**config.mk**
```make
export PLATFORM = sky130hd
export DESIGN_NAME = uop_seq
export DESIGN_NICKNAME = d
export VERILOG_FILES = /design/src/rtl/uop_seq_pkg.sv /design/src/rtl/uop_seq_affine.sv /design/src/rtl/uop_seq_loop.sv /design/src/rtl/uop_seq_issue.sv /design/src/rtl/uop_seq.sv
export SDC_FILE = /design/constraint.sdc
export NUM_CORES = 1
export LEC_CHECK = 0
export BUFFER_PORTS_ARGS = -buffer_cell sky130_fd_sc_hd__buf_4
export CAP_MARGIN = 20
export CORE_MARGIN = 10
export CORE_UTILIZATION = 30
export DETAILED_ROUTE_END_ITERATION = 8
export PLACE_DENSITY = 0.54
export SYNTH_ARGS = -nofsm -noshare
export SYNTH_HDL_FRONTEND = slang
export SYNTH_HIERARCHICAL = 1
export SYNTH_SLANG_ARGS = --single-unit
```
**constraint.sdc**
```tcl
create_clock -name clk_i -period 4 [get_ports clk_i]
set_clock_uncertainty 0.2 [all_clocks]
set_input_delay 0.8 -clock clk_i [delete_from_list [all_inputs] [get_ports clk_i]]
set_output_delay 0.8 -clock clk_i [all_outputs]
set_load 0.02 [all_outputs]
```
**src/rtl/uop_seq_pkg.sv**
```systemverilog
package uop_seq_pkg;
  typedef enum logic {
    MODE_GEMM = 1'b0,
    MODE_ALU  = 1'b1
  } seq_mode_e;

  typedef struct packed {
    logic alu;
    logic imm_sel;
    logic clr;
  } cmd_flags_t;
endpackage

```
**src/rtl/uop_seq_affine.sv**
```systemverilog
// Running affine offset: outer sum plus inner sum, no multipliers.
module uop_seq_affine #(
  parameter int W = 7
) (
  input  logic         clk_i,
  input  logic         rst_ni,
  input  logic         load_i,
  input  logic [W-1:0] f_in_i,
  input  logic [W-1:0] f_out_i,
  input  logic         step_in_i,
  input  logic         wrap_in_i,
  output logic [W-1:0] sum_o
);
  logic [W-1:0] f_in_q, f_out_q, acc_in_q, acc_out_q;

  always_ff @(posedge clk_i or negedge rst_ni) begin
    if (!rst_ni) begin
      f_in_q    <= '0;
      f_out_q   <= '0;
      acc_in_q  <= '0;
      acc_out_q <= '0;
    end else if (load_i) begin
      f_in_q    <= f_in_i;
      f_out_q   <= f_out_i;
      acc_in_q  <= '0;
      acc_out_q <= '0;
    end else if (wrap_in_i) begin
      acc_in_q  <= '0;
      acc_out_q <= acc_out_q + f_out_q;
    end else if (step_in_i) begin
      acc_in_q  <= acc_in_q + f_in_q;
    end
  end

  assign sum_o = acc_out_q + acc_in_q;
endmodule

```
**src/rtl/uop_seq_loop.sv**
```systemverilog
module uop_seq_loop #(
  parameter int UOP_AW = 4,
  parameter int ITER_W = 4
) (
  input  logic              clk_i,
  input  logic              rst_ni,
  input  logic              go_i,
  input  logic [UOP_AW-1:0] bgn_i,
  input  logic [UOP_AW:0]   end_i,
  input  logic [ITER_W-1:0] n_out_i,
  input  logic [ITER_W-1:0] n_in_i,
  output logic              run_o,
  output logic [UOP_AW-1:0] addr_o,
  output logic              step_in_o,
  output logic              wrap_in_o,
  output logic              last_o
);
  logic              run_q;
  logic [UOP_AW-1:0] k_q, bgn_q;
  logic [UOP_AW:0]   end_q;
  logic [ITER_W-1:0] j_q, i_q, n_out_q, n_in_q;
  logic              k_end, j_end, i_end;

  assign k_end = ({1'b0, k_q} + 1'b1) == end_q;
  assign j_end = j_q == n_in_q - 1'b1;
  assign i_end = i_q == n_out_q - 1'b1;

  assign step_in_o = run_q & k_end & ~j_end;
  assign wrap_in_o = run_q & k_end & j_end & ~i_end;
  assign last_o    = run_q & k_end & j_end & i_end;
  assign run_o     = run_q;
  assign addr_o    = k_q;

  always_ff @(posedge clk_i or negedge rst_ni) begin
    if (!rst_ni) begin
      run_q   <= 1'b0;
      k_q     <= '0;
      j_q     <= '0;
      i_q     <= '0;
      bgn_q   <= '0;
      end_q   <= '0;
      n_out_q <= '0;
      n_in_q  <= '0;
    end else if (go_i) begin
      run_q   <= 1'b1;
      k_q     <= bgn_i;
      j_q     <= '0;
      i_q     <= '0;
      bgn_q   <= bgn_i;
      end_q   <= end_i;
      n_out_q <= n_out_i;
      n_in_q  <= n_in_i;
    end else if (run_q) begin
      if (k_end) begin
        k_q <= bgn_q;
        if (j_end) begin
          j_q <= '0;
          if (i_end) run_q <= 1'b0;
          else       i_q   <= i_q + 1'b1;
        end else begin
          j_q <= j_q + 1'b1;
        end
      end else begin
        k_q <= k_q + 1'b1;
      end
    end
  end

  p_addr_range_r12: assert property (@(posedge clk_i) disable iff (!rst_ni)
    run_q |-> (k_q >= bgn_q) && ({1'b0, k_q} < end_q));

  p_addr_step_r1: assert property (@(posedge clk_i) disable iff (!rst_ni)
    run_q && $past(run_q) && (k_q != bgn_q) |-> k_q == $past(k_q) + 1'b1);

  p_hold_r11: assert property (@(posedge clk_i) disable iff (!rst_ni)
    run_q && $past(run_q) |-> $stable(end_q) && $stable(bgn_q));
endmodule

```
**src/rtl/uop_seq_issue.sv**
```systemverilog
module uop_seq_issue
  import uop_seq_pkg::*;
#(
  parameter int ACC_AW = 7,
  parameter int INP_AW = 6,
  parameter int WGT_AW = 5,
  parameter int IMM_W  = 8,
  parameter int SRC_AW = 7,
  parameter int UOP_W  = 19
) (
  input  logic              clk_i,
  input  logic              rst_ni,
  input  logic              req_i,
  input  logic              last_i,
  input  logic              empty_i,
  input  logic [ACC_AW-1:0] off_dst_i,
  input  logic [SRC_AW-1:0] off_src_i,
  input  logic [WGT_AW-1:0] off_wgt_i,
  input  cmd_flags_t        flags_i,
  input  logic [IMM_W-1:0]  imm_i,
  input  logic [UOP_W-1:0]  uop_data_i,
  output logic              pend_o,
  output logic              cmd_valid_o,
  output logic [ACC_AW-1:0] cmd_dst_o,
  output logic [SRC_AW-1:0] cmd_src_o,
  output logic [WGT_AW-1:0] cmd_wgt_o,
  output logic              cmd_alu_o,
  output logic              cmd_imm_sel_o,
  output logic [IMM_W-1:0]  cmd_imm_o,
  output logic              cmd_clr_o,
  output logic              done_o
);
  localparam logic [SRC_AW-1:0] ACC_MASK = SRC_AW'((1 << ACC_AW) - 1);
  localparam logic [SRC_AW-1:0] INP_MASK = SRC_AW'((1 << INP_AW) - 1);

  logic              s1_v, s1_last;
  logic [ACC_AW-1:0] s1_dst;
  logic [SRC_AW-1:0] s1_src;
  logic [WGT_AW-1:0] s1_wgt;

  logic [ACC_AW-1:0] b_dst, n_dst;
  logic [SRC_AW-1:0] b_src, n_src;
  logic [WGT_AW-1:0] b_wgt, n_wgt;

  assign b_dst = uop_data_i[ACC_AW-1:0];
  assign b_src = uop_data_i[ACC_AW +: SRC_AW];
  assign b_wgt = uop_data_i[ACC_AW+SRC_AW +: WGT_AW];

  always_comb begin
    n_dst = b_dst + s1_dst;
    n_src = (b_src + s1_src) & (flags_i.alu ? ACC_MASK : INP_MASK);
    n_wgt = flags_i.alu ? '0 : b_wgt + s1_wgt;
  end

  always_ff @(posedge clk_i or negedge rst_ni) begin
    if (!rst_ni) begin
      s1_v    <= 1'b0;
      s1_last <= 1'b0;
      s1_dst  <= '0;
      s1_src  <= '0;
      s1_wgt  <= '0;
    end else begin
      s1_v    <= req_i;
      s1_last <= last_i | empty_i;
      s1_dst  <= off_dst_i;
      s1_src  <= off_src_i;
      s1_wgt  <= off_wgt_i;
    end
  end

  always_ff @(posedge clk_i or negedge rst_ni) begin
    if (!rst_ni) begin
      cmd_valid_o   <= 1'b0;
      cmd_dst_o     <= '0;
      cmd_src_o     <= '0;
      cmd_wgt_o     <= '0;
      cmd_alu_o     <= 1'b0;
      cmd_imm_sel_o <= 1'b0;
      cmd_imm_o     <= '0;
      cmd_clr_o     <= 1'b0;
      done_o        <= 1'b0;
    end else begin
      cmd_valid_o   <= s1_v;
      done_o        <= s1_last;
      cmd_dst_o     <= s1_v ? n_dst : '0;
      cmd_src_o     <= s1_v ? n_src : '0;
      cmd_wgt_o     <= s1_v ? n_wgt : '0;
      cmd_alu_o     <= s1_v & flags_i.alu;
      cmd_imm_sel_o <= s1_v & flags_i.imm_sel;
      cmd_imm_o     <= (s1_v & flags_i.imm_sel) ? imm_i : '0;
      cmd_clr_o     <= s1_v & flags_i.clr;
    end
  end

  assign pend_o = s1_v | s1_last;

  p_done_pulse_r9: assert property (@(posedge clk_i) disable iff (!rst_ni)
    done_o |=> !done_o);

  p_alu_no_wgt_r5: assert property (@(posedge clk_i) disable iff (!rst_ni)
    cmd_valid_o && cmd_alu_o |-> cmd_wgt_o == '0);
endmodule

```
**src/rtl/uop_seq.sv**
```systemverilog
module uop_seq
  import uop_seq_pkg::*;
#(
  parameter int UOP_AW = 4,
  parameter int ACC_AW = 7,
  parameter int INP_AW = 6,
  parameter int WGT_AW = 5,
  parameter int ITER_W = 4,
  parameter int IMM_W  = 8,
  localparam int SRC_AW = (ACC_AW > INP_AW) ? ACC_AW : INP_AW,
  localparam int UOP_W  = ACC_AW + SRC_AW + WGT_AW
) (
  input  logic              clk_i,
  input  logic              rst_ni,
  input  logic              start_i,
  input  logic              mode_i,
  input  logic              use_imm_i,
  input  logic [IMM_W-1:0]  imm_i,
  input  logic              clr_i,
  input  logic [UOP_AW-1:0] bgn_i,
  input  logic [UOP_AW:0]   end_i,
  input  logic [ITER_W-1:0] n_out_i,
  input  logic [ITER_W-1:0] n_in_i,
  input  logic [ACC_AW-1:0] dst_fo_i,
  input  logic [ACC_AW-1:0] dst_fi_i,
  input  logic [SRC_AW-1:0] src_fo_i,
  input  logic [SRC_AW-1:0] src_fi_i,
  input  logic [WGT_AW-1:0] wgt_fo_i,
  input  logic [WGT_AW-1:0] wgt_fi_i,
  output logic              uop_req_o,
  output logic [UOP_AW-1:0] uop_addr_o,
  input  logic [UOP_W-1:0]  uop_data_i,
  output logic              busy_o,
  output logic              cmd_valid_o,
  output logic [ACC_AW-1:0] cmd_dst_o,
  output logic [SRC_AW-1:0] cmd_src_o,
  output logic [WGT_AW-1:0] cmd_wgt_o,
  output logic              cmd_alu_o,
  output logic              cmd_imm_sel_o,
  output logic [IMM_W-1:0]  cmd_imm_o,
  output logic              cmd_clr_o,
  output logic              done_o
);
  logic              accept, empty, empty_q, pend;
  logic              step_in, wrap_in, last;
  cmd_flags_t        flags_q;
  logic [IMM_W-1:0]  imm_q;
  logic [ACC_AW-1:0] off_dst;
  logic [SRC_AW-1:0] off_src;
  logic [WGT_AW-1:0] off_wgt;

  assign busy_o = uop_req_o | pend | empty_q;
  assign accept = start_i & ~busy_o;
  assign empty  = ({1'b0, bgn_i} >= end_i) | (n_out_i == '0) | (n_in_i == '0);

  always_ff @(posedge clk_i or negedge rst_ni) begin
    if (!rst_ni) begin
      flags_q <= '0;
      imm_q   <= '0;
      empty_q <= 1'b0;
    end else begin
      empty_q <= accept & empty;
      if (accept) begin
        flags_q.alu     <= (mode_i == MODE_ALU);
        flags_q.imm_sel <= (mode_i == MODE_ALU) & use_imm_i;
        flags_q.clr     <= clr_i;
        imm_q           <= imm_i;
      end
    end
  end

  uop_seq_loop #(.UOP_AW(UOP_AW), .ITER_W(ITER_W)) u_loop (
    .clk_i     (clk_i),
    .rst_ni    (rst_ni),
    .go_i      (accept & ~empty),
    .bgn_i     (bgn_i),
    .end_i     (end_i),
    .n_out_i   (n_out_i),
    .n_in_i    (n_in_i),
    .run_o     (uop_req_o),
    .addr_o    (uop_addr_o),
    .step_in_o (step_in),
    .wrap_in_o (wrap_in),
    .last_o    (last)
  );

  uop_seq_affine #(.W(ACC_AW)) u_off_dst (
    .clk_i(clk_i), .rst_ni(rst_ni), .load_i(accept),
    .f_in_i(dst_fi_i), .f_out_i(dst_fo_i),
    .step_in_i(step_in), .wrap_in_i(wrap_in), .sum_o(off_dst)
  );

  uop_seq_affine #(.W(SRC_AW)) u_off_src (
    .clk_i(clk_i), .rst_ni(rst_ni), .load_i(accept),
    .f_in_i(src_fi_i), .f_out_i(src_fo_i),
    .step_in_i(step_in), .wrap_in_i(wrap_in), .sum_o(off_src)
  );

  uop_seq_affine #(.W(WGT_AW)) u_off_wgt (
    .clk_i(clk_i), .rst_ni(rst_ni), .load_i(accept),
    .f_in_i(wgt_fi_i), .f_out_i(wgt_fo_i),
    .step_in_i(step_in), .wrap_in_i(wrap_in), .sum_o(off_wgt)
  );

  uop_seq_issue #(
    .ACC_AW(ACC_AW), .INP_AW(INP_AW), .WGT_AW(WGT_AW),
    .IMM_W(IMM_W), .SRC_AW(SRC_AW), .UOP_W(UOP_W)
  ) u_issue (
    .clk_i         (clk_i),
    .rst_ni        (rst_ni),
    .req_i         (uop_req_o),
    .last_i        (last),
    .empty_i       (empty_q),
    .off_dst_i     (off_dst),
    .off_src_i     (off_src),
    .off_wgt_i     (off_wgt),
    .flags_i       (flags_q),
    .imm_i         (imm_q),
    .uop_data_i    (uop_data_i),
    .pend_o        (pend),
    .cmd_valid_o   (cmd_valid_o),
    .cmd_dst_o     (cmd_dst_o),
    .cmd_src_o     (cmd_src_o),
    .cmd_wgt_o     (cmd_wgt_o),
    .cmd_alu_o     (cmd_alu_o),
    .cmd_imm_sel_o (cmd_imm_sel_o),
    .cmd_imm_o     (cmd_imm_o),
    .cmd_clr_o     (cmd_clr_o),
    .done_o        (done_o)
  );

  p_latency_r8: assert property (@(posedge clk_i) disable iff (!rst_ni)
    cmd_valid_o |-> $past(uop_req_o, 2));

  p_done_idle_r11: assert property (@(posedge clk_i) disable iff (!rst_ni)
    done_o |-> !uop_req_o);
endmodule

```
## Word level (Yosys, flattened, before mapping)

Index checks and enable logic that the tools add are counted.

- Add/sub/neg operators: 18
- Order comparisons: 1
- Equality and inequality tests: 4
- Muxes and demuxes: 38
- Bitwise gates (word level): 23
- Reductions and logical operators: 9

Operator list:

| kind | number |
|---|---|
| $mux 7 | 13 |
| $add 7x7->7 | 8 |
| $mux 4 | 12 |
| $mux 5 | 7 |
| $add 5x5->5 | 4 |
| $add 4x1->4 const B | 3 |
| $and 1x1->1 | 12 |
| $eq 4x4->1 | 2 |
| $logic_not 4->1 | 2 |
| $mux 8 | 1 |
| $reduce_bool 2->1 | 4 |
| $sub 4x1->4 const B | 2 |
| $and 7x7->7 | 1 |
| $or 1x1->1 | 6 |
| $add 4x1->5 const B | 1 |
| $eq 5x5->1 | 1 |
| $ge 4x5->1 | 1 |
| $mux 1 | 5 |
| $not 1->1 | 4 |
| $reduce_and 4->1 | 1 |
| $reduce_bool 3->1 | 1 |
| $ne 2x1->1 const B | 1 |
| $reduce_and 2->1 | 1 |

- Register bits: 171
- Bits of input ports: 88
- Output and inout port bits: 38
- Word-level logic and storage cells: 132

## Depth between registers and ports, before layout

Gate-level depths: netlist of run 1.

- Depth after elaboration: 8
- Mapped depth: 12
- Mapped depth without buffers: 11

## Cells and area by module

The synthesis of run 1 kept the hierarchy.

Modules (own cells, without submodules):

| module | times used | cells each | area an instance (µm²) | seq. area each (µm²) |
|---|---|---|---|---|
| uop_seq_affine at u_off_dst ... | 2 | 176 | 1825.5 | 700.7 |
| uop_seq_issue | 1 | 176 | 2203.4 | 1326.3 |
| uop_seq_loop | 1 | 162 | 1745.4 | 750.7 |
| uop_seq_affine at u_off_wgt | 1 | 109 | 1227.4 | 500.5 |
| uop_seq | 1 | 49 | 618.1 | 300.3 |

## Least setup slack after synthesis of run 1

Ideal clock, no wire load.

- Path type: register to register
- Start: register u_issue.s1_v
- End: register u_loop.bgn_q[1]
- Library setup time: 0.125 ns
- Data arrival time: 2.836 ns
- Required time: 3.675 ns
- Setup slack: 0.839 ns
- Stages on the path, launching flop included: 11
- Buffers on the path: 4
- Clock period less this slack: 3.161 ns
- Cells stage by stage: dfrtp_1 -> buf_2 -> or2_2 -> nor3_2 -> nand2_2 -> buf_6 -> inv_1 -> and2_1 -> clkbuf_1 -> clkbuf_1 -> mux2_2

- Cells in the longest elaborated chain, start to end: 6

Ends and longest elaborated chain:

| item | RTL line | RTL |
|---|---|---|
| from (decl) | uop_seq_issue.sv:36 | `logic s1_v, s1_last;` |
| from (signal assigned) | uop_seq_issue.sv:63 | `s1_v <= req_i;` |
| $or 1x1->1 | uop_seq_issue.sv:95 | `assign pend_o = s1_v \| s1_last;` |
| named net pend | uop_seq.sv:44 | `logic accept, empty, empty_q, pend;` |
| $or 1x1->1 (2 in series) | uop_seq.sv:52 | `assign busy_o = uop_req_o \| pend \| empty_q;` |
| $not 1->1 | uop_seq.sv:53 | `assign accept = start_i & ~busy_o;` |
| $and 1x1->1 | uop_seq.sv:53 |  |
| named net accept | uop_seq.sv:44 |  |
| $and 1x1->1 | uop_seq.sv:75 | `.go_i (accept & ~empty),` |
| to (signal assigned) | uop_seq_loop.sv:49 | `bgn_q <= bgn_i;` |
| to (decl) | uop_seq_loop.sv:19 | `logic [UOP_AW-1:0] k_q, bgn_q;` |

The timed path passes the listed nets, and every way through them passes these cells.
A chain may end at the register's enable or synchronous reset.

## Final worst setup path of run 1

- Start: register u_loop.k_q[0] (netlist: u_loop/addr_o[0])
- End: register u_off_src.acc_out_q[6]

- Cells in the longest elaborated chain, start to end: 6

Ends and longest elaborated chain:

| item | RTL line | RTL |
|---|---|---|
| from (decl) | uop_seq_loop.sv:19 |  |
| from (signal assigned) | uop_seq_loop.sv:46 | `k_q <= bgn_i;` |
| from (signal assigned) | uop_seq_loop.sv:55 | `k_q <= bgn_q;` |
| from (signal assigned) | uop_seq_loop.sv:64 | `k_q <= k_q + 1'b1;` |
| $add 4x1->5 | uop_seq_loop.sv:24 | `assign k_end = ({1'b0, k_q} + 1'b1) == end_q;` |
| $eq 5x5->1 | uop_seq_loop.sv:24 |  |
| $and 1x1->1 (3 in series) | uop_seq_loop.sv:29 | `assign wrap_in_o = run_q & k_end & j_end & ~i_end;` |
| named net wrap_in | uop_seq.sv:45 | `logic step_in, wrap_in, last;` |
| $reduce_bool 2->1 (no source line) | - |  |
| to (signal assigned) | uop_seq_affine.sv:29 | `acc_out_q <= acc_out_q + f_out_q;` |
| to (decl) | uop_seq_affine.sv:14 | `logic [W-1:0] f_in_q, f_out_q, acc_in_q, acc_out_q;` |

The timed path passes the listed nets, and every way through them passes these cells.

==> reports/summary.txt, run 1 <==
Max-cap violations: 0
Final setup fails: 0
Synth Warn #: 6
TritonCTS clock tree: built
Crit path required time: 4110 ps
Clock buffer count from CTS: 17
Fraction of the mapped netlist area in compound gates: 0.114
Starting density of the core: 0.306
Critical Setup Path Class: flip-flop to flip-flop
Vias/cell: 4.71
Arrival time at the worst endpoint: 3340 ps
DIE HEIGHT: 197 um
Power per cell area: 311 nW/um2
Fmax: 0.309 GHz
Ant. Diodes: 0
Clock Sinks: 171
ANT nets after route: 0
Routability cong.: 0.766
Normalized max-slew margin: 0.364
Global-route wire length before repair: 35300 um
Via count of the first global-routing pass: 6859
Synthesized cell area: 9450 um2
Detailed-routing iteration count for the pre-antenna-repair pass: 5
Leading cell type in the layout, fill and taps excluded: dfrtp_1
Number of antenna violations at the first check in global routing: 0
Class of the most critical hold timing path: flip-flop to flip-flop
Via total after detailed routing: 6546
Fillers: 2987
Part of the Yosys area used for sequential elements: 0.453
Number of flops mapped to enable cells by yosys: 0
Number of nets produced by synthesis: 1021
Multi-input combinational cell area: 4850 um2
Number of design-rule violations left by the first detailed-router iteration: 281
RSZ-0062 raised after global routing: false
Maximum number of buffers from clock root to sink: 2
Hold Worst Slack: 174 ps
Most frequent cells in the layout: 171 x dfrtp_1, 132 x buf_4, 73 x ha_1
DIE AREA: 39000 um2
Number of nets in the finished design: 1154
Final critical-path share of the clock period: 0.808
Total grt overflow: 0
Placeable core region: 30800 um2
Number of failing hold endpoints at the final stage: 0
Layout area overhead: 21.4%
Share of layout cells above drive strength 1: 0.218
Post-synth top flop: dfrtp_1
Global router's overall resource usage: 0.113
Xor-xnor portion of the synthesized cell area: 0.0507
Clock slew seen by the registers of the worst setup and hold paths: 70 ps
Die Width: 197 um
Critical Path Fanout Max: 33
Syn_area_per_cell: 11.1 um2
Skew-Pair Late Insertion Delay: 430 ps
Number of buffers inserted by post-CTS setup repair: 0
Flip-flop and latch count after synthesis: 171
Crit path time final: 3230 ps
Maximum vdd drop: 263 uV
Transition time at the pin with the least slew margin: 950 ps
Wire length reported by the detailed router: 21500 um
Dominant combinational cell family by area after synthesis: simple AND/OR/NAND/NOR gates
Area taken by flip-flops and latches: 4280 um2
Number of hold buffers added after cts: 0
Outcome: completed
Count of buffers inserted at the top-level ports: 125
Cell count after synthesis: 848
Buffer cell driving the clock tree root: clkbuf_16
Maximum number of pins on one net before global-route repair: 71
Total negative slack: 0 ps
Reported leakage power: 5.54 nW
Share of flip-flops with an asynchronous set or reset after synthesis: 1.00
Multiplexer share of the synthesized area: 0.101
Setup crit end kind: flip-flop
Adder-cell share of the synthesized area: 0.122
Simple-Gate Fraction of Synth Area: 0.125
Number of rows in the core area: 64
# DRC: 0
Clock H-tree levels: 4
Category of the worst setup path launch point: flip-flop
Routed WL per cell: 15.4 um
Number of I/O pins: 126
Library cells used by synthesis: 72
Pins Over Slew Limit: 0
Number of instances resized during post-cts repair: 0
Placed wire-length estimate: 16500 um
cells in the mapped netlist, drive strengths merged, types with 3 or more instances:
| master | n | share of area |
|---|---|---|
| a21o | 13 | 0.010 |
| xnor3 | 3 | 0.0072 |
| a21oi | 38 | 0.021 |
| mux2 | 59 | 0.073 |
| buf | 15 | 0.0086 |
| nand4 | 7 | 0.0046 |
| o31a | 5 | 0.0048 |
| nor3 | 9 | 0.0053 |
| and2 | 7 | 0.0046 |
| o21a | 6 | 0.0048 |
| mux2i | 26 | 0.028 |
| or2 | 4 | 0.0026 |
| o41ai | 3 | 0.0028 |
| nor4b | 5 | 0.0060 |
| and3 | 14 | 0.0098 |
| nor3b | 5 | 0.0050 |
| nor2b | 17 | 0.013 |
| a22o | 7 | 0.0065 |
| nand2 | 35 | 0.014 |
| o211ai | 4 | 0.0032 |
| nor2 | 64 | 0.025 |
| a2111oi | 3 | 0.0054 |
| inv | 58 | 0.023 |
| dfrtp | 171 | 0.45 |
| o31ai | 5 | 0.0040 |
| o21ai | 45 | 0.024 |
| a211oi | 8 | 0.0064 |
| nand3 | 12 | 0.0069 |
| a22oi | 3 | 0.0024 |
| xor2 | 18 | 0.017 |
| fa | 12 | 0.025 |
| xnor2 | 29 | 0.027 |
| a211o | 3 | 0.0028 |
| nand2b | 10 | 0.0066 |
| nand3b | 7 | 0.0056 |
| nor4 | 8 | 0.0053 |
| o21bai | 4 | 0.0032 |
| clkbuf | 7 | 0.0028 |
| ha | 73 | 0.097 |
per-stage QoR:
step	power (mW)	area, um2	std cells	utilization	setup slack [ps]
detailed placement	2.01	10900	1358	0.354	645
CTS	3.64	11500	1390	0.372	737
finish	3.57	11500	1390	0.372	768
global placement	2.01	10900	1358	0.354	671
floorplan	1.86	9450	848	-	839
global route	3.74	11500	1390	0.372	481
state kept, by name (all words and copies together), names as in the netlist, 5 cells and up:
signal	count
u_issue/cmd_imm_o	8
u_issue/s1_wgt	5
u_off_src/acc_out_q	7
u_off_src/f_out_q	7
u_off_wgt/f_out_q	5
u_off_dst/acc_out_q	7
u_off_src/f_in_q	7
u_issue/cmd_wgt_o	5
u_issue/cmd_src_o	7
u_off_dst/acc_in_q	7
u_off_wgt/f_in_q	5
imm_q	8
u_off_wgt/acc_out_q	5
u_off_wgt/acc_in_q	5
u_issue/s1_src	7
u_issue/s1_dst	7
u_issue/cmd_dst_o	7
u_off_src/acc_in_q	7
u_loop/end_q	5
u_off_dst/f_in_q	7
u_off_dst/f_out_q	7
kinds of logic after synthesis:
| logic type | Yosys count |
|---|---|
| AND/OR/NAND/NOR | 215 |
| multiplexers | 85 |
| buffers and inverters | 80 |
| flip-flops | 171 |
| XOR/XNOR | 50 |
| adder cells (fa/ha/maj) | 85 |
| AO/OA/AOI/OAI | 162 |
critical path: stages (launching register included):
cell and delay (ps):
dfrtp_1 460, ha_1 350, xnor2_1 180, o211a_1 190
o211a_1 370, nand2_1 160, nor3_2 260, buf_12 240
nor4bb_1 310, mux2i_1 130, a21oi_1 190, nor3b_2 60
layout make-up:
class / instances / share of cell area
multi-input combinational: 597 / 0.423
sequential: 171 / 0.373
timing repair buffer: 136 / 0.0926
tap: 396 / 0.0432
clock buffer: 22 / 0.0414
inverter: 58 / 0.0190
clock inverter: 10 / 0.00807
final timing paths:
path | to | start | cells past startpoint | slack (ps)
worst max-delay path | u_off_src/acc_out_q[6] | u_loop/addr_o[0] | 11 | 770
max in group asynchronous | u_off_wgt/f_in_q[0] | rst_ni | 2 | 2580
min in group asynchronous | u_issue/s1_dst[1] | rst_ni | 1 | 190
worst min register to register | u_issue/done_o | u_issue/s1_last | 0 | 170
worst min-delay path | u_issue/done_o | u_issue/s1_last | 0 | 170
worst max register to register | u_off_src/acc_out_q[6] | u_loop/addr_o[0] | 11 | 770
routing by layer:
metal | track usage | vias to the layer above | wire (um)
met3 | 0.0305 | 11 | 1000
met1 | 0.148 | 3143 | 10600
met4 | 0.0342 | 0 | 259
met2 | 0.177 | 104 | 9590
met5 | 0 | - | 0
li1 | - | 3288 | -
power by group:
group          internal (mW)  total [mW]  switching [mW]
clock                  0.905        1.60           0.697
combinational          0.107       0.221           0.113
sequential              1.74        1.75         0.00491
No activity file was read; power rests on OpenSTA's default activity.
==> run 2, diff against run 1 <==
--- a/config.mk
+++ b/config.mk
@@ -5,6 +5,7 @@
 export SDC_FILE = /design/constraint.sdc
 export NUM_CORES = 1
 export LEC_CHECK = 0
+export ABC_AREA = 1
 export BUFFER_PORTS_ARGS = -buffer_cell sky130_fd_sc_hd__buf_4
 export CAP_MARGIN = 20
 export CORE_MARGIN = 10
==> constraint.sdc (replaced) <==
create_clock -name clk_i -period 3.3 [get_ports clk_i]
set_clock_uncertainty 0.2 [all_clocks]
set_input_delay 0.66 -clock clk_i [delete_from_list [all_inputs] [get_ports clk_i]]
set_output_delay 0.66 -clock clk_i [all_outputs]
set_load 0.02 [all_outputs]
==> run 2 against run 1 <==
  * Register-to-register slack worse by 120 ps
  * Sequential share of layout area is 1.3 points lower
  * Critical path depth stayed put
  * Utilization is 0.52 points lower
  * Critical endpoint is now u_off_src/acc_in_q[0]
  * Largest power group is now combinational logic
  * Highest routed layer is now met5
==> reports/summary.txt, run 2 <==
Share of flip-flops with an asynchronous set or reset after synthesis: 1.00 (unchanged)
Synth Warn #: 6 (unchanged)
Total grt overflow: 0 (unchanged)
Vias/cell: 4.27 (was 4.71)
Global router's overall resource usage: 0.122 (was 0.113)
Critical R2R Launch: u_loop/addr_o[0] (unchanged)
Total negative slack: 0 ps (unchanged)
GR Util met3: 0.0374 (was 0.0305)
ANT nets after route: 0 (unchanged)
Count of buffers inserted at the top-level ports: 125 (unchanged)
Max-cap violations: 0 (unchanged)
Reported leakage power: 6.47 nW (was 5.54 nW)
Internal: 5.96 mW (was 2.76 mW)
Number of hold buffers added after cts: 1 (was 0)
Number of failing hold endpoints at the final stage: 0 (unchanged)
Critical Setup Path Class: flip-flop to flip-flop (unchanged)
Flip-flop and latch count after synthesis: 171 (unchanged)
Final core occ: 0.367 (was 0.372)
Setup crit end kind: flip-flop (unchanged)
Leading cell type in the layout, fill and taps excluded: nand2_1 (was dfrtp_1)
Most frequent cells in the layout: 415 x nand2_1, 171 x dfrtp_1, 167 x inv_1 (was 171 x dfrtp_1, 132 x buf_4, 73 x ha_1)
Hold Worst Slack: 171 ps (was 174 ps)
RSZ-0062 raised after global routing: false (unchanged)
Global routing usage on met1: 0.154 (was 0.148)
Number of instances resized during post-cts repair: 0 (unchanged)
Via count of the first global-routing pass: 7896 (was 6859)
Number of instances on the worst hold path: 0 (unchanged)
Switching power: 4.36 mW (was 0.815 mW)
Class of the most critical hold timing path: flip-flop to flip-flop (unchanged)
Placed wire-length estimate: 18400 um (was 16500 um)
Fmax: 0.378 GHz (was 0.309 GHz)
Worst reg2reg endpoint: u_off_src/acc_in_q[0] (was u_off_src/acc_out_q[6])
Ant. Diodes: 0 (unchanged)
Multi-input combinational cell area: 4710 um2 (was 4850 um2)
Final setup fails: 0 (unchanged)
Worst reg-to-reg path cell count: 11 (unchanged)
Detailed-routing iteration count for the pre-antenna-repair pass: 6 (was 5)
Final critical-path share of the clock period: 0.802 (was 0.808)
Fraction of power consumed by sequential logic: 0.351 (was 0.490)
Die Width: 200 um (was 197 um)
Normalized max-slew margin: 0.611 (was 0.364)
Area taken by flip-flops and latches: 4280 um2 (unchanged)
Crit path required time: 3430 ps (was 4110 ps)
Yosys top cell area share: 0.438 (was 0.453)
Maximum number of pins on one net before global-route repair: 71 (unchanged)
Clock H-tree levels: 4 (unchanged)
Placeable core region: 32400 um2 (was 30800 um2)
Pins Over Slew Limit: 0 (unchanged)
TritonCTS clock tree: built (unchanged)
Arrival time at the worst endpoint: 2780 ps (was 3340 ps)
Clock Sinks: 171 (unchanged)
Wire length reported by the detailed router: 23700 um (was 21500 um)
Clock power share: 0.193 (was 0.449)
Cell count after synthesis: 1210 (was 848)
Number of I/O pins: 126 (unchanged)
Number of antenna violations at the first check in global routing: 1 (was 0)
Share of layout cells above drive strength 1: 0.167 (was 0.218)
Routability cong.: 0.807 (was 0.766)
Library cells used by synthesis: 41 (was 72)
DIE AREA: 40200 um2 (was 39000 um2)
Cell with the most instances after synthesis: nand2_1 (was dfrtp_1)
# DRC: 0 (unchanged)
Number of rows in the core area: 66 (was 64)
Part of the Yosys area used for sequential elements: 0.438 (was 0.453)
Clock slew seen by the registers of the worst setup and hold paths: 70 ps (about the same)
Maximum number of buffers from clock root to sink: 2 (unchanged)
Via total after detailed routing: 7705 (was 6546)
Starting density of the core: 0.302 (was 0.306)
Layout area overhead: 21.5% (was 21.4%)
Area contributors post-synth: dfrtp_1 44%, nand2_1 16%, ha_1 9.3% (was dfrtp_1 45%, ha_1 9.7%, mux2_1 3.2%)
Critical hold path startpoint: u_issue/s1_last (unchanged)
Top flop regs: imm_q x8, u_issue/cmd_imm_o x8 (unchanged)
Most utilized layer in the global route result: met2 (unchanged)
Synthesized cell area: 9770 um2 (was 9450 um2)
Hold Crit Endpoint: u_issue/done_o (unchanged)
Cell type with the highest aggregate area in the netlist: dfrtp_1 (unchanged)
Routed WL per cell: 13.1 um (was 15.4 um)
Number of buffers inserted by post-CTS setup repair: 0 (unchanged)
Clock buffer count from CTS: 17 (unchanged)
Combinational share of power: 0.457 (was 0.062)
Critical Path Fanout Max: 10 (was 33)
Outcome: completed (unchanged)
Power per cell area: 869 nW/um2 (was 311 nW/um2)
Power after layout: 10.3 mW (was 3.57 mW)
Category of the worst setup path launch point: flip-flop (unchanged)
Placement-stage cell area: 11300 um2 (was 10900 um2)
Worst reg2reg setup slack: 650 ps (was 770 ps)
Number of flops mapped to enable cells by yosys: 0 (unchanged)
Non-Filler Cell Area, Final: 11900 um2 (was 11500 um2)
Buffer cell driving the clock tree root: clkbuf_16 (unchanged)
Crit path time final: 2650 ps (was 3230 ps)
Number of nets produced by synthesis: 1383 (was 1021)
Transition time at the pin with the least slew margin: 582 ps (was 950 ps)
Cell types with the highest counts after synthesis: 415 x nand2_1, 171 x dfrtp_1, 167 x inv_1 (was 171 x dfrtp_1, 73 x ha_1, 64 x nor2_1)
Switching fraction of total power: 0.422 (was 0.228)
DIE HEIGHT: 200 um (was 197 um)
Number of nets in the finished design: 1523 (was 1154)
Post-synth top flop: dfrtp_1 (unchanged)
Syn_area_per_cell: 8.08 um2 (was 11.1 um2)
Number of design-rule violations left by the first detailed-router iteration: 398 (was 281)
Fillers: 3396 (was 2987)
Global-route wire length before repair: 39600 um (was 35300 um)
Met2 usage in global routing: 0.197 (was 0.177)
Maximum vdd drop: 371 uV (was 263 uV)
Skew-Pair Late Insertion Delay: 440 ps (was 430 ps)
## run 2: cell count changes in the layout (fill, tap and decap cells not counted), moves of 15 or more
| cell | before | now |
|---|---|---|
| inv_1 | 56 | 167 |
| inv_2 | 2 | 21 |
| mux2_1 | 27 | 0 |
| mux2_2 | 25 | 0 |
| mux2i_1 | 26 | 0 |
| nand2_1 | 34 | 415 |
| nand3_1 | 11 | 75 |
| nor2b_1 | 15 | 0 |
| xnor2_1 | 29 | 9 |
## run 2: per-layer routing
metal	vias up	part of all wire
met5	-	0.00055
met4	2	0.0099
met3	15	0.046
met2	131	0.46
met1	3500	0.48
li1	4057	-
## run 2: area by class of cell
cell class / count / share of cell area
Timing Repair Buffer: 136 / 0.0886
Clock inverter: 13 / 0.0112
Clock buffer: 18 / 0.0370
Tap cell: 442 / 0.0466
Inverter: 188 / 0.0594
Multi-Input combinational cell: 836 / 0.397
Sequential cell: 171 / 0.360
## run 2: worst max-delay path: stages (launching register included)
cell	delay (ps)
dfrtp_1	520
ha_1	300
nand2_2	100
nand3_1	140
nand3_2	110
nor2_4	130
nand3_4	130
nor2_4	380
nor2_4	150
nand2_2	110
inv_2	70
a22o_1	200
## run 2: power by group through the flow
stage	clock, mW	combinational (mW)	sequential, mW
finish	1.99	4.71	3.62
global route	2.16	5.49	3.74
CTS	2.08	4.79	3.63
detailed placement	0	4.76	3.66
global placement	0	4.70	3.66
floorplan	0	3.33	3.69
## run 2: stage by stage
step                std cells  worst slack (ps)
floorplan                1210               753
CTS                      1804               569
finish                   1804               653
detailed placement       1772               518
global route             1804               430
global placement         1772               574
## run 2: kinds of logic (layout without fill, tap and decap cells)
group | count (synthesis) | after routing | share of synthesized area
fa+ha+maj | 85 | 85 | 0.118
mux | 1 | 1 | 0.00154
compound gates | 99 | 99 | 0.0566
buf+inv | 203 | 355 | 0.0808
xor+xnor | 35 | 35 | 0.0314
simple gates | 616 | 616 | 0.274
flops | 171 | 171 | 0.438
## run 2: worst max path at each step
| stage | from | to | cells after the start |
|---|---|---|---|
| 2_1_floorplan | u_loop/addr_o[0] | u_off_wgt/acc_in_q[2] | 13 |
| 3_3_place_gp | bgn_i[2] | u_loop/i_q[3] | 14 |
| 3_5_place_dp | bgn_i[2] | u_loop/i_q[1] | 14 |
| 4_1_cts | u_loop/addr_o[0] | u_off_src/acc_in_q[0] | 12 |
| 5_1_grt | u_loop/addr_o[0] | u_off_src/acc_out_q[4] | 11 |
| 6_report | u_loop/addr_o[0] | u_off_src/acc_in_q[0] | 11 |
==> run 3, diff against run 2 <==
--- a/config.mk
+++ b/config.mk
@@ -11,7 +11,7 @@
 export CORE_MARGIN = 10
 export CORE_UTILIZATION = 30
 export DETAILED_ROUTE_END_ITERATION = 8
-export PLACE_DENSITY = 0.54
+export PLACE_DENSITY = 0.56
 export SYNTH_ARGS = -nofsm -noshare
 export SYNTH_HDL_FRONTEND = slang
 export SYNTH_HIERARCHICAL = 1
==> constraint.sdc (replaced) <==
create_clock -name clk_i -period 2.4 [get_ports clk_i]
set_clock_uncertainty 0.2 [all_clocks]
set_input_delay 0.48 -clock clk_i [delete_from_list [all_inputs] [get_ports clk_i]]
set_output_delay 0.48 -clock clk_i [all_outputs]
set_load 0.02 [all_outputs]
==> run 3 against run 2 <==
  * Utilization up 1.1 points
  * Routed wire length is 1.2% higher
  * Worst setup slack worse by 550 ps
  * Flip-flop and latch count is the same
  * Die area did not move
  * Register-to-register slack got worse by 550 ps
  * Sequential share of layout area fell by 1.1 points
==> reports/summary.txt, run 3 (synthesis gave the netlist of run 2 again) <==
Outcome: completed (unchanged)
Top flop regs: imm_q x8, u_issue/cmd_imm_o x8 (unchanged)
Final critical-path share of the clock period: 0.957 (was 0.802)
Placed Cells incl. Taps: 1799 (was 1772)
Max-cap violations: 0 (unchanged)
RSZ-0062 raised after global routing: true (was false)
Fillers: 3309 (was 3396)
Number of buffers and inverters on the critical path: 4 (was 1)
Cell with the largest stage delay on the worst path: dfrtp_1 (unchanged)
Global-route wire length before repair: 40600 um (was 39600 um)
Final cell count without fillers: 1836 (was 1804)
Final setup fails: 0 (unchanged)
Critical Setup Path Class: flip-flop to flip-flop (unchanged)
Worst reg2reg endpoint: u_off_src/acc_in_q[0] (unchanged)
Setup crit end kind: flip-flop (unchanged)
Number of antenna violations at the first check in global routing: 1 (unchanged)
Number of nets in the finished design: 1554 (was 1523)
Most Frequent Cell on Critical Path: nand2_2 (was nor2_4)
Maximum number of buffers from clock root to sink: 2 (unchanged)
Wire length reported by the detailed router: 24000 um (was 23700 um)
Starting density of the core: 0.302 (unchanged)
Worst reg2reg setup slack: 100 ps (was 650 ps)
Leading cell type in the layout, fill and taps excluded: nand2_1 (unchanged)
Worst reg-to-reg path cell count: 15 (was 11)
TritonCTS clock tree: built (unchanged)
Count of buffers inserted at the top-level ports: 125 (unchanged)
Reported leakage power: 6.63 nW (was 6.47 nW)
Number of design-rule violations left by the first detailed-router iteration: 402 (was 398)
Vias/cell: 4.32 (was 4.27)
Arrival time at the worst endpoint: 2410 ps (was 2780 ps)
Number of failing hold endpoints at the final stage: 0 (unchanged)
Maximum vdd drop: 472 uV (was 371 uV)
Final core occ: 0.378 (was 0.367)
Via count of the first global-routing pass: 8056 (was 7896)
ANT nets after route: 0 (unchanged)
Kind of cell adding the most delay to the critical path: simple AND/OR/NAND/NOR gates (unchanged)
Placed wire-length estimate: 18600 um (was 18400 um)
Global router's overall resource usage: 0.123 (was 0.122)
Clock slew seen by the registers of the worst setup and hold paths: 70 ps (about the same)
Category of the worst setup path launch point: flip-flop (unchanged)
End of the critical path: u_off_src/acc_in_q[0] (unchanged)
DIE AREA: 40200 um2 (unchanged)
Power after layout: 14.7 mW (was 10.3 mW)
Launch point of the critical path: u_loop/n_in_q[0] (was u_loop/addr_o[0])
# DRC: 0 (unchanged)
Dpl ws: -102 ps (was 518 ps)
Clock Sinks: 171 (unchanged)
PnR worst setup slack: 103 ps (was 653 ps)
Class of the most critical hold timing path: input pin to flip-flop (was flip-flop to flip-flop)
Critical R2R Launch: u_loop/n_in_q[0] (was u_loop/addr_o[0])
Buffer cell driving the clock tree root: clkbuf_16 (unchanged)
Cells traversed along the worst timing path: inv_2 > ha_4 > inv_2 > nand2_2 > nand2_1 > nor2_1 > nand3_1 > nor2_2 > nand2_2 > nor2_4 > buf_12 > nor2_4 > nand2_2 > inv_4 > a22o_1 (was ha_1 > nand2_2 > nand3_1 > nand3_2 > nor2_4 > nand3_4 > nor2_4 > nor2_4 > nand2_2 > inv_2 > a22o_1)
Critical Path Fanout Max: 6 (was 10)
Non-Filler Cell Area, Final: 12200 um2 (was 11900 um2)
Placement-stage cell area: 11500 um2 (was 11300 um2)
Crit path time final: 2300 ps (was 2650 ps)
Clock H-tree levels: 4 (unchanged)
Fmax: 0.435 GHz (was 0.378 GHz)
Via total after detailed routing: 7924 (was 7705)
Pins Over Slew Limit: 0 (unchanged)
Total negative slack: 0 ps (unchanged)
Routed WL per cell: 13.1 um (about the same)
Skew-Pair Late Insertion Delay: 430 ps (was 440 ps)
Share of layout cells above drive strength 1: 0.196 (was 0.167)
Normalized max-slew margin: 0.722 (was 0.611)
Detailed-routing iteration count for the pre-antenna-repair pass: 5 (was 6)
DIE HEIGHT: 200 um (unchanged)
Clock buffer count from CTS: 17 (unchanged)
Routability cong.: 0.857 (was 0.807)
Most frequent cells in the layout: 410 x nand2_1, 170 x dfrtp_1, 162 x inv_1 (was 415 x nand2_1, 171 x dfrtp_1, 167 x inv_1)
Number of rows in the core area: 66 (unchanged)
Ant. Diodes: 0 (unchanged)
Number of I/O pins: 126 (unchanged)
Hold Worst Slack: 46.9 ps (was 171 ps)
Die Width: 200 um (unchanged)
Layout area overhead: 25.2% (was 21.5%)
Max incr delay on CP: 380 ps (was 520 ps)
Power per cell area: 1200 nW/um2 (was 869 nW/um2)
Maximum number of pins on one net before global-route repair: 75 (was 71)
Total grt overflow: 0 (unchanged)
Crit path required time: 2520 ps (was 3430 ps)
Stages on worst setup path: 15 (was 11)
Transition time at the pin with the least slew margin: 417 ps (was 582 ps)
Placeable core region: 32400 um2 (unchanged)
run 3: power by group:
group / internal, mW / total [mW] / switching [mW] / leakage, nW
clock: 1.70 / 2.91 / 1.21 / 0.290
sequential: 4.11 / 4.94 / 0.830 / 2.16
combinational: 2.82 / 6.85 / 4.03 / 4.18
total: 8.63 / 14.7 / 6.06 / 6.63
run 3: final cells by class:
cell class	count	area, um2	share of cell area
inverters	188	711	0.0581
repair buffers	167	1320	0.108
multi-input cells	836	4760	0.389
clock inverters	10	141	0.0116
well taps	442	553	0.0452
clock buffers	22	464	0.0379
flip-flops and latches	171	4280	0.350
run 3: how the worst min path moves through the flow:
stage,startpoint,endpoint,slack [ps],cells past startpoint
2_1_floorplan,rst_ni,empty_q,-20,0
3_3_place_gp,rst_ni,u_loop/end_q[3],170,1
3_5_place_dp,u_issue/s1_last,u_issue/done_o,160,0
4_1_cts,src_fo_i[5],u_off_src/f_out_q[5],20,3
5_1_grt,src_fo_i[4],u_off_src/f_out_q[4],30,3
6_report,src_fo_i[4],u_off_src/f_out_q[4],50,3
run 3: routing by layer:
metal | routed length (um) | vias to the layer above | part of all wire | GRT usage
met1 | 11500 | 3641 | 0.48 | 0.159
met5 | 9 | - | 0.00038 | 0
met4 | 221 | 2 | 0.0092 | 0.0295
li1 | - | 4128 | - | -
met3 | 1060 | 20 | 0.044 | 0.0318
met2 | 11200 | 133 | 0.47 | 0.202
run 3: what timing repair did:
item / CTS / global route
buffers inserted: 0 / 4
hold buffers: 1 / 0
hold endpoints to repair: 24 / 0
endpoints found under the setup margin: 0 / 34
gates resized for setup: 0 / 20
run 3: worst min-delay path, delay by kind of cell:
family | cells | cell delay (ps)
simple gates | 2 | 90
buf+inv | 1 | 70
